===== src/rtl/krb_pkg.sv =====
`timescale 1ns/1ps
package krb_pkg;
  localparam int WORD_W     = 32;
  localparam int KEY_W      = 16;
  localparam logic [KEY_W-1:0] LOCK_KEY   = 16'h767B;
  localparam logic [KEY_W-1:0] UNLOCK_KEY = 16'hDF0D;

  localparam int PLL_CNT     = 3;
  localparam int IDX_SYS     = 0;
  localparam int IDX_LOCK    = 1;
  localparam int IDX_UNLOCK  = 2;
  localparam int IDX_LOCKSTA = 3;
  localparam int IDX_PLL0    = 4;
  localparam int IDX_PLLSTA  = IDX_PLL0 + PLL_CNT;
  localparam int IDX_UART    = IDX_PLLSTA + 1;
  localparam int IDX_RST     = IDX_UART + 1;
  localparam int IDX_BOOT    = IDX_RST + 1;
  localparam int IDX_ID      = IDX_BOOT + 1;
  localparam int IDX_CAL     = IDX_ID + 1;
  localparam int IDX_REF     = IDX_CAL + 1;

  localparam logic [WORD_W-1:0] PLL_RST_VAL    = 32'h0001_A008;
  localparam logic [WORD_W-1:0] PLLSTA_VAL     = 32'h0000_003F;
  localparam logic [WORD_W-1:0] UART_RST_VAL   = 32'h0000_3F03;
  localparam logic [WORD_W-1:0] BOOT_VAL       = 32'h0000_0001;

  typedef enum logic [1:0] {
    ACC_NONE = 2'd0,
    ACC_RW   = 2'd1,
    ACC_RO   = 2'd2,
    ACC_WO   = 2'd3
  } acc_e;

  // Strobes from the decode/control side to the register datapath.
  typedef struct packed {
    logic               wrSys;
    logic [PLL_CNT-1:0] wrPll;
    logic               wrUart;
    logic               wrRst;
    logic               setLock;
    logic               clrLock;
    logic               rdLoad;
    logic               rdZero;
    logic               err;
    logic               rstReq;
  } strobe_t;

  function automatic acc_e classOf(input int unsigned idx);
    if (idx >= IDX_PLL0 && idx < IDX_PLL0 + PLL_CNT) return ACC_RW;
    case (idx)
      IDX_SYS, IDX_UART, IDX_RST:              return ACC_RW;
      IDX_LOCKSTA, IDX_PLLSTA, IDX_BOOT, IDX_ID: return ACC_RO;
      IDX_LOCK, IDX_UNLOCK, IDX_CAL, IDX_REF:  return ACC_WO;
      default:                                 return ACC_NONE;
    endcase
  endfunction
endpackage


===== src/rtl/krb_ctrl.sv =====
`timescale 1ns/1ps
module krb_ctrl
  import krb_pkg::*;
#(
  parameter int IDX_W = 10
) (
  input  logic             rdEn,
  input  logic             wrEn,
  input  logic [IDX_W-1:0] wordIdx,
  input  logic [KEY_W-1:0] keyLow,
  input  logic             wrBit0,
  input  logic             locked,
  output strobe_t          stb
);
  acc_e cls;
  logic rdOk;
  logic wrLegal;
  logic wrGo;

  always_comb begin
    cls     = classOf(32'(wordIdx));
    rdOk    = rdEn && (cls == ACC_RW || cls == ACC_RO);
    wrLegal = wrEn && (cls == ACC_RW || cls == ACC_WO);
    wrGo    = wrLegal && !locked && (cls == ACC_RW);
  end

  always_comb begin
    stb = '0;
    stb.err     = (rdEn && !rdOk) || (wrEn && !wrLegal);
    stb.rdLoad  = rdEn;
    stb.rdZero  = !rdOk;
    stb.setLock = wrLegal && (wordIdx == IDX_W'(IDX_LOCK)) && (keyLow == LOCK_KEY);
    stb.clrLock = wrLegal && (wordIdx == IDX_W'(IDX_UNLOCK)) && (keyLow == UNLOCK_KEY);
    stb.wrSys   = wrGo && (wordIdx == IDX_W'(IDX_SYS));
    stb.wrUart  = wrGo && (wordIdx == IDX_W'(IDX_UART));
    stb.wrRst   = wrGo && (wordIdx == IDX_W'(IDX_RST));
    stb.rstReq  = wrGo && (wordIdx == IDX_W'(IDX_RST)) && wrBit0;
    for (int i = 0; i < PLL_CNT; i++) begin
      stb.wrPll[i] = wrGo && (wordIdx == IDX_W'(IDX_PLL0 + i));
    end
  end
endmodule


===== src/rtl/krb_datapath.sv =====
`timescale 1ns/1ps
module krb_datapath
  import krb_pkg::*;
#(
  parameter int                IDX_W   = 10,
  parameter logic [WORD_W-1:0] ID_CODE = 32'h1A5C_0093
) (
  input  logic              clk,
  input  logic              rstN,
  input  strobe_t           stb,
  input  logic [IDX_W-1:0]  rdIdx,
  input  logic [WORD_W-1:0] wrData,
  output logic              locked,
  output logic [WORD_W-1:0] rdData,
  output logic              accErr,
  output logic              sysRstReq
);
  logic              sysBit;
  logic [WORD_W-1:0] uartCtrl;
  logic [WORD_W-1:0] rstCtrl;
  logic [WORD_W-1:0] pllCtrl [PLL_CNT];
  logic [WORD_W-1:0] rdNext;

  genvar g;
  for (g = 0; g < PLL_CNT; g++) begin : g_pll
    logic [WORD_W-1:0] q;
    always_ff @(posedge clk) begin
      if (!rstN)             q <= PLL_RST_VAL;
      else if (stb.wrPll[g]) q <= wrData;
    end
    assign pllCtrl[g] = q;
  end

  always_ff @(posedge clk) begin
    if (!rstN) begin
      sysBit   <= 1'b0;
      uartCtrl <= UART_RST_VAL;
      rstCtrl  <= '0;
      locked   <= 1'b1;
    end else begin
      if (stb.wrSys)   sysBit   <= wrData[0];
      if (stb.wrUart)  uartCtrl <= wrData;
      if (stb.wrRst)   rstCtrl  <= wrData;
      if (stb.setLock)      locked <= 1'b1;
      else if (stb.clrLock) locked <= 1'b0;
    end
  end

  always_comb begin
    rdNext = '0;
    if (!stb.rdZero) begin
      case (rdIdx)
        IDX_W'(IDX_SYS):     rdNext = {{(WORD_W-1){1'b0}}, sysBit};
        IDX_W'(IDX_LOCKSTA): rdNext = {{(WORD_W-1){1'b0}}, locked};
        IDX_W'(IDX_PLLSTA):  rdNext = PLLSTA_VAL;
        IDX_W'(IDX_UART):    rdNext = uartCtrl;
        IDX_W'(IDX_RST):     rdNext = rstCtrl;
        IDX_W'(IDX_BOOT):    rdNext = BOOT_VAL;
        IDX_W'(IDX_ID):      rdNext = ID_CODE;
        default:             rdNext = '0;
      endcase
      for (int i = 0; i < PLL_CNT; i++) begin
        if (rdIdx == IDX_W'(IDX_PLL0 + i)) rdNext = pllCtrl[i];
      end
    end
  end

  always_ff @(posedge clk) begin
    if (!rstN) begin
      rdData    <= '0;
      accErr    <= 1'b0;
      sysRstReq <= 1'b0;
    end else begin
      if (stb.rdLoad) rdData <= rdNext;
      accErr    <= stb.err;
      sysRstReq <= stb.rstReq;
    end
  end
endmodule


===== src/rtl/keyed_reg_bank.sv =====
`timescale 1ns/1ps
module keyed_reg_bank
  import krb_pkg::*;
#(
  parameter int                ADDR_W  = 10,
  parameter logic [WORD_W-1:0] ID_CODE = 32'h1A5C_0093
) (
  input  logic              clk,
  input  logic              rstN,
  input  logic [ADDR_W-1:0] wordAddr,
  input  logic              rdEn,
  input  logic              wrEn,
  input  logic [WORD_W-1:0] wrData,
  output logic [WORD_W-1:0] rdData,
  output logic              accErr,
  output logic              sysRstReq
);
  strobe_t stb;
  logic    locked;

  krb_ctrl #(.IDX_W(ADDR_W)) i_ctrl (
    .rdEn    (rdEn),
    .wrEn    (wrEn),
    .wordIdx (wordAddr),
    .keyLow  (wrData[KEY_W-1:0]),
    .wrBit0  (wrData[0]),
    .locked  (locked),
    .stb     (stb)
  );

  krb_datapath #(.IDX_W(ADDR_W), .ID_CODE(ID_CODE)) i_dp (
    .clk       (clk),
    .rstN      (rstN),
    .stb       (stb),
    .rdIdx     (wordAddr),
    .wrData    (wrData),
    .locked    (locked),
    .rdData    (rdData),
    .accErr    (accErr),
    .sysRstReq (sysRstReq)
  );
endmodule


===== config.mk =====
export PLATFORM = sky130hd
export DESIGN_NAME = keyed_reg_bank
export DESIGN_NICKNAME = d
export VERILOG_FILES = /design/src/rtl/krb_pkg.sv /design/src/rtl/krb_ctrl.sv /design/src/rtl/krb_datapath.sv /design/src/rtl/keyed_reg_bank.sv
export SDC_FILE = /design/constraint.sdc
export NUM_CORES = 1
export LEC_CHECK = 0
export BUFFER_PORTS_ARGS = -buffer_cell sky130_fd_sc_hd__buf_4
export CAP_MARGIN = 10
export CORE_MARGIN = 4
export CORE_UTILIZATION = 30
export DETAILED_ROUTE_END_ITERATION = 10
export PLACE_DENSITY_LB_ADDON = 0.3
export SYNTH_ARGS = -nofsm -noshare
export SYNTH_HDL_FRONTEND = slang
export SYNTH_SLANG_ARGS = --single-unit

===== constraint.sdc =====
create_clock -name clk -period 4.55 [get_ports clk]
set_input_delay 0.455 -clock clk [delete_from_list [all_inputs] [get_ports clk]]
set_output_delay 0.455 -clock clk [all_outputs]
set_load 0.01 [all_outputs]

Word level (Yosys, flattened, before mapping)
Memories as Yosys holds them, arrays and structs flattened.
Index checks and enable logic that the tools add are counted.
Word-level totals
  bits in registers: 196
  bits in read-only memories: 32
  bits of input ports: 46
  output and inout bits: 34
  word-level logic and storage cells: 66
  memories kept: 1
Operators by class
  order comparisons: 2
  eq/ne operators: 16
  muxes and demuxes: 9
  bitwise logic cells: 1
  reduce and logical (&&, ||, !) cells: 27
Memory list
  (no name shown): words 16, bits a word 2, read ports 1, clocked after Yosys merged registers in 0, write ports 0, line krb_pkg.sv:50  | case (idx)
Operators with widths (count)
  32-bit one-hot mux with 7 select lines: 1
  32-bit 2-to-1 mux: 4
  10-bit by 3-bit == test with 1-bit output (second input constant): 4
  10-bit by 4-bit == test with 1-bit output (second input constant): 4
  10-bit by 2-bit == test with 1-bit output (second input constant): 2
  1-bit logical AND: 18
  16-bit by 15-bit == test with 1-bit output (second input constant): 1
  16-bit == test (second input constant): 1
  10-bit by 1-bit == test with 1-bit output (second input constant): 1
  10-bit by 3-bit >= comparator with 1-bit output (second input constant): 1
  10-bit zero test: 1
  10-bit by 3-bit less-than comparator with 1-bit output (second input constant): 1
  6-bit zero test: 1
  2-bit 2-to-1 mux: 3
  2-bit == test (second input constant): 2
  1-bit zero test: 3
  1-bit logical OR: 3
  2-bit by 1-bit == test with 1-bit output (second input constant): 1
  2-bit OR reduction: 1
  1-bit 2-to-1 mux: 1
  1-bit NOT: 1

Logic depth before layout (Yosys ltp)
  depth in word-level cells: 11
  mapped depth: 16

Modules after synthesis
Synthesis repeated with hierarchy kept, for this count alone.
Unflattened totals
  cells, all modules: 908
  area, all modules: 8894.8 um^2
By module, submodules not included
  krb_datapath: times used 1, cells an instance 863, area each 8595.7 um^2, sequential area each 3923.8 um^2
  krb_ctrl: times used 1, cells an instance 45, area each 299.0 um^2, sequential area each 0.0 um^2

Worst setup path before layout
Ideal clock, no wire load.
  path type: input -> register
  start: input wordAddr[1]
  end: register i_dp.rdData[1]
  arrival: 3694 ps
  slack: 784 ps
  cell stages on the path: 16
  path through: clkbuf_1 clkbuf_1 clkbuf_1 inv_1 ha_1 or3b_2 nand4_4 inv_2 buf_2 ha_1 and3b_1 and3_1 clkbuf_1 clkbuf_1 o21ai_0 a2bb2oi_1
Between the ends
  cells in the longest elaborated chain, start to end: 8
RTL lines
  start: declaration: line keyed_reg_bank.sv:10  | input logic [ADDR_W-1:0] wordAddr,
  10-bit by 3-bit >= comparator with 1-bit output / 10-bit by 3-bit less-than comparator with 1-bit output (equally long branches): line krb_pkg.sv:49  | if (idx >= IDX_PLL0 && idx < IDX_PLL0 + PLL_CNT) return ACC_RW;
  1-bit logical AND: line krb_pkg.sv:49
  1-bit 2-to-1 mux: line krb_pkg.sv:49
  2-bit 2-to-1 mux: line krb_pkg.sv:50
  2-bit by 1-bit == test with 1-bit output / 2-bit == test (equally long branches): line krb_ctrl.sv:22  | rdOk = rdEn && (cls == ACC_RW || cls == ACC_RO);
  1-bit logical OR: line krb_ctrl.sv:22
  1-bit logical AND: line krb_ctrl.sv:22
  32-bit 2-to-1 mux *: line krb_datapath.sv:51  | if (!stb.rdZero) begin
  end signal: assignment: line krb_datapath.sv:74  | if (stb.rdLoad) rdData <= rdNext;
  end: declaration: line krb_datapath.sv:14  | output logic [WORD_W-1:0] rdData,
Mark *: on every way between the ends. The rest lies on a longest branch, timed or not.
A chain may end at the register's enable or synchronous reset.

Worst setup path after layout
  start: input wordAddr[9]
  end: register i_dp.g_pll[1].q[29]
Between the ends
  cells in the longest elaborated chain, start to end: 10
RTL lines
  10-bit by 3-bit >= comparator with 1-bit output / 10-bit by 3-bit less-than comparator with 1-bit output (equally long branches): line krb_pkg.sv:49
  1-bit logical AND: line krb_pkg.sv:49
  1-bit 2-to-1 mux: line krb_pkg.sv:49
  2-bit 2-to-1 mux: line krb_pkg.sv:50
  2-bit by 1-bit == test with 1-bit output / 2-bit == test (equally long branches): line krb_ctrl.sv:23, krb_ctrl.sv:24
  1-bit logical OR: line krb_ctrl.sv:23  | wrLegal = wrEn && (cls == ACC_RW || cls == ACC_WO);
  1-bit logical AND: line krb_ctrl.sv:23
  1-bit logical AND (2 in a row): line krb_ctrl.sv:24  | wrGo = wrLegal && !locked && (cls == ACC_RW);
  1-bit logical AND *: line krb_ctrl.sv:39  | stb.wrPll[i] = wrGo && (wordIdx == IDX_W'(IDX_PLL0 + i));
  end signal: assignment: line krb_datapath.sv:29  | else if (stb.wrPll[g]) q <= wrData;
  end: declaration: line krb_datapath.sv:26  | logic [WORD_W-1:0] q;
Marked as above.

==> flow_summary.toml <==
[run_status]
status = "complete, no violations"

[drt]
dr.pass1.iters = 5
via_per_inst = 5.059
wl_mm = 25.64
drtAntennaViolNets = 0
drc = 0
num_vias = 7032
drt-initial-drc-count = 444
post_drt_wl_per_cell_um = 18.45

[sta]
slew_headroom = 0.1763
finalCritPeriodShare = 0.7753
tns_ns = 0
setup_viol = 0
rsz0062_at_grt = "false"
tightest_slew_ns = 1.233
hold_violations = 0
finClkSkew_ns = 0.01016
period_needed_ns = 3.528
worst_slack_ns = 1.022
drv_slew = 0
fmax_mhz = 283.5

[layout]
fillers = 2936
drive_gt1_frac = 0.1551
antenna_cells = 0
stdcell_area_um2 = 10210
areaGrowthSynthToFinish_pct = 17.35
nets = 1042

[placement]
gp_congestion = 0.7581
portBuffers = 79
dp_hpwl_mm = 16.37
place_area_um2 = 9594
post-place-ws_ns = 0.6611

[critical_path]
criticalPathCategory = "in -> reg"
slowest_stage = "nor4_4"
worstPathArrival_ns = 3.88
end_kind = "flip-flop"
startpoint_type = "input pin"
cp.required_ns = 4.91
crit_chain = "buf_4 > nor4_4 > nand4_4 > inv_2 > ha_1 > nand2_1 > or2_2 > nor4_4 > buf_4 > mux2i_1"
crit_path_max_fanout = 20
slowest_delay_ns = 0.84

[synthesis]
yosysWarnings = 0
synth_area_um2 = 8698
synth_ff_type = "dfxtp_1"
synthCells = 952
yosys-top-cells-area = "dfxtp_1 (45%), mux2i_1 (17%), nand2_1 (8.8%)"
synth_edf_count = 0
synth_top_area_cell = "dfxtp_1"
synth_top_area_frac = 0.4511
synth_seq_area_share = 0.4511
synth_cell_types = 54
avgSynthCellArea_um2 = 9.137
async_reset_ff_frac = 0
syn_nets = 1001
synth_seq_cells = 196

[floorplan]
die_x_um = 178.3
row_count = 62
initial_utilization = 0.3039
dieArea_um2 = 31780
pin_count = 80
coreArea_um2 = 28630
die_h_um = 178.3

[clocking]
numCtsBuffers = 17
cts-root-buf = "clkbuf_16"
cts_resized = 0
cts.clk_slew.worst_paths_ns = 0.07
cts.sinks = 196
clk-insertion-delay-late_ns = 0.43
clock_path_buffers = 2
htree_levels = 4
postCtsHoldBufs = 0
cts_setup_buffers = 0
cts_tree = "yes"

[grt]
grt_pass1_wl_mm = 39.75
grt_max_degree = 146
grtUsageTotal = 0.1603
antenna_found_initial = 0
overflow = 0
grt_pass1_vias = 6799

[job]
maxCapViolCount = 0

[power_and_ir_drop]
cellPowerDensity_nw_per_um2 = 346.8
vdd_ir_drop_max_v = 0.0002364
p_leak_nw = 4.264

[hold_path]
hold_class = "in -> reg"
-- synth_stat cells, drive strengths merged (4+ instances only) --
cell,count
a2bb2oi,11
mux2,7
nor2,43
nand4,20
o21a,9
o22ai,9
inv,11
buf,25
a211oi,8
o211ai,7
nor3,11
nand2,205
a22oi,22
o211a,4
mux2i,151
o2bb2ai,9
nand3b,9
dfxtp,196
a21oi,18
o21ai,53
nor2b,11
clkbuf,55
o31a,5
nand3,5
a22o,17
-- state kept, by name, summed over array words and instances, names as in the netlist --
signal          cells
i_dp.g_pll.q       96
i_dp.rdData        32
i_dp.rstCtrl       32
i_dp.uartCtrl      32
i_dp.accErr         1
i_dp.locked         1
i_dp.sysBit         1
i_dp.sysRstReq      1
-- cells by family after synthesis --
group                      count (synthesis)  synth area share
buffers and inverters                     92           0.04963
muxes                                    158            0.1828
DFF                                      196            0.4511
AOI/OAI and AO/OA                        176            0.1375
and+or+nand+nor                          327            0.1746
adders and majority gates                  3          0.004316
-- critical path: cells and delay by family --
family	cells	cell delay, ns
simple gates	5	1.97
buf+inv	3	0.99
fa+ha+maj	1	0.21
mux	1	0.24
-- final cells by class --
| type | instances | area (um2) | area share |
|---|---|---|---|
| multi-input combinational | 664 | 4367 | 0.4278 |
| sequential | 196 | 3924 | 0.3844 |
| tap | 384 | 480.5 | 0.04707 |
| clock inverter | 12 | 166.4 | 0.01630 |
| clock buffer | 20 | 446.7 | 0.04376 |
| timing repair buffer | 102 | 778.2 | 0.07624 |
| inverter | 12 | 45.04 | 0.004413 |
-- cells in the final DEF, fill, tap and decap left out, drive strengths merged, types with 18 or more instances in the layout --
cell / count
nand2: 205
dfxtp: 196
mux2i: 151
buf: 102
o21ai: 53
nor2: 43
a22oi: 22
nand4: 20
clkbuf: 20
a21oi: 18
-- where the power goes --
group / internal [mW] / switching (mW)
clock network: 0.895 / 0.707
logic: 0.0693 / 0.155
registers: 1.71 / 0.000206
-- metrics by stage --
step | utilization | power (mW) | hold slack, ns | std cells
final | 0.3566 | 3.540 | 0.3285 | 1390
after floorplan | - | 1.878 | 0.4304 | 952
after CTS | 0.3566 | 3.572 | 0.3013 | 1390
after global routing | 0.3566 | 3.649 | 0.3374 | 1390
after global placement | 0.3352 | 1.979 | 0.4395 | 1358
after detailed placement | 0.3352 | 1.979 | 0.4467 | 1358
-- final timing paths --
check / start / endpoint / slack (ns) / cells after the start
worst min-delay path: wrData[13] / i_dp.rstCtrl[13]$_SDFFE_PN0P_ / 0.33 / 3
worst max register to register: i_dp.locked$_SDFFE_PP1P_ / i_dp.g_pll[1].q[29]$_SDFFE_PN0P_ / 2.16 / 4
worst min register to register: i_dp.rdData[22]$_SDFFE_PN0P_ / i_dp.rdData[22]$_SDFFE_PN0P_ / 0.45 / 2
worst max-delay path: wordAddr[9] / i_dp.g_pll[1].q[29]$_SDFFE_PN0P_ / 1.02 / 10
-- per-layer routing --
layer,up-vias,routed length [um],global-route usage
met4,0,223,0.03166
met5,-,0,0
met1,3439,12530,0.2258
li1,3434,-,-
met3,15,1193,0.02989
met2,144,11690,0.2584
(Power assumes the default switching activity.)
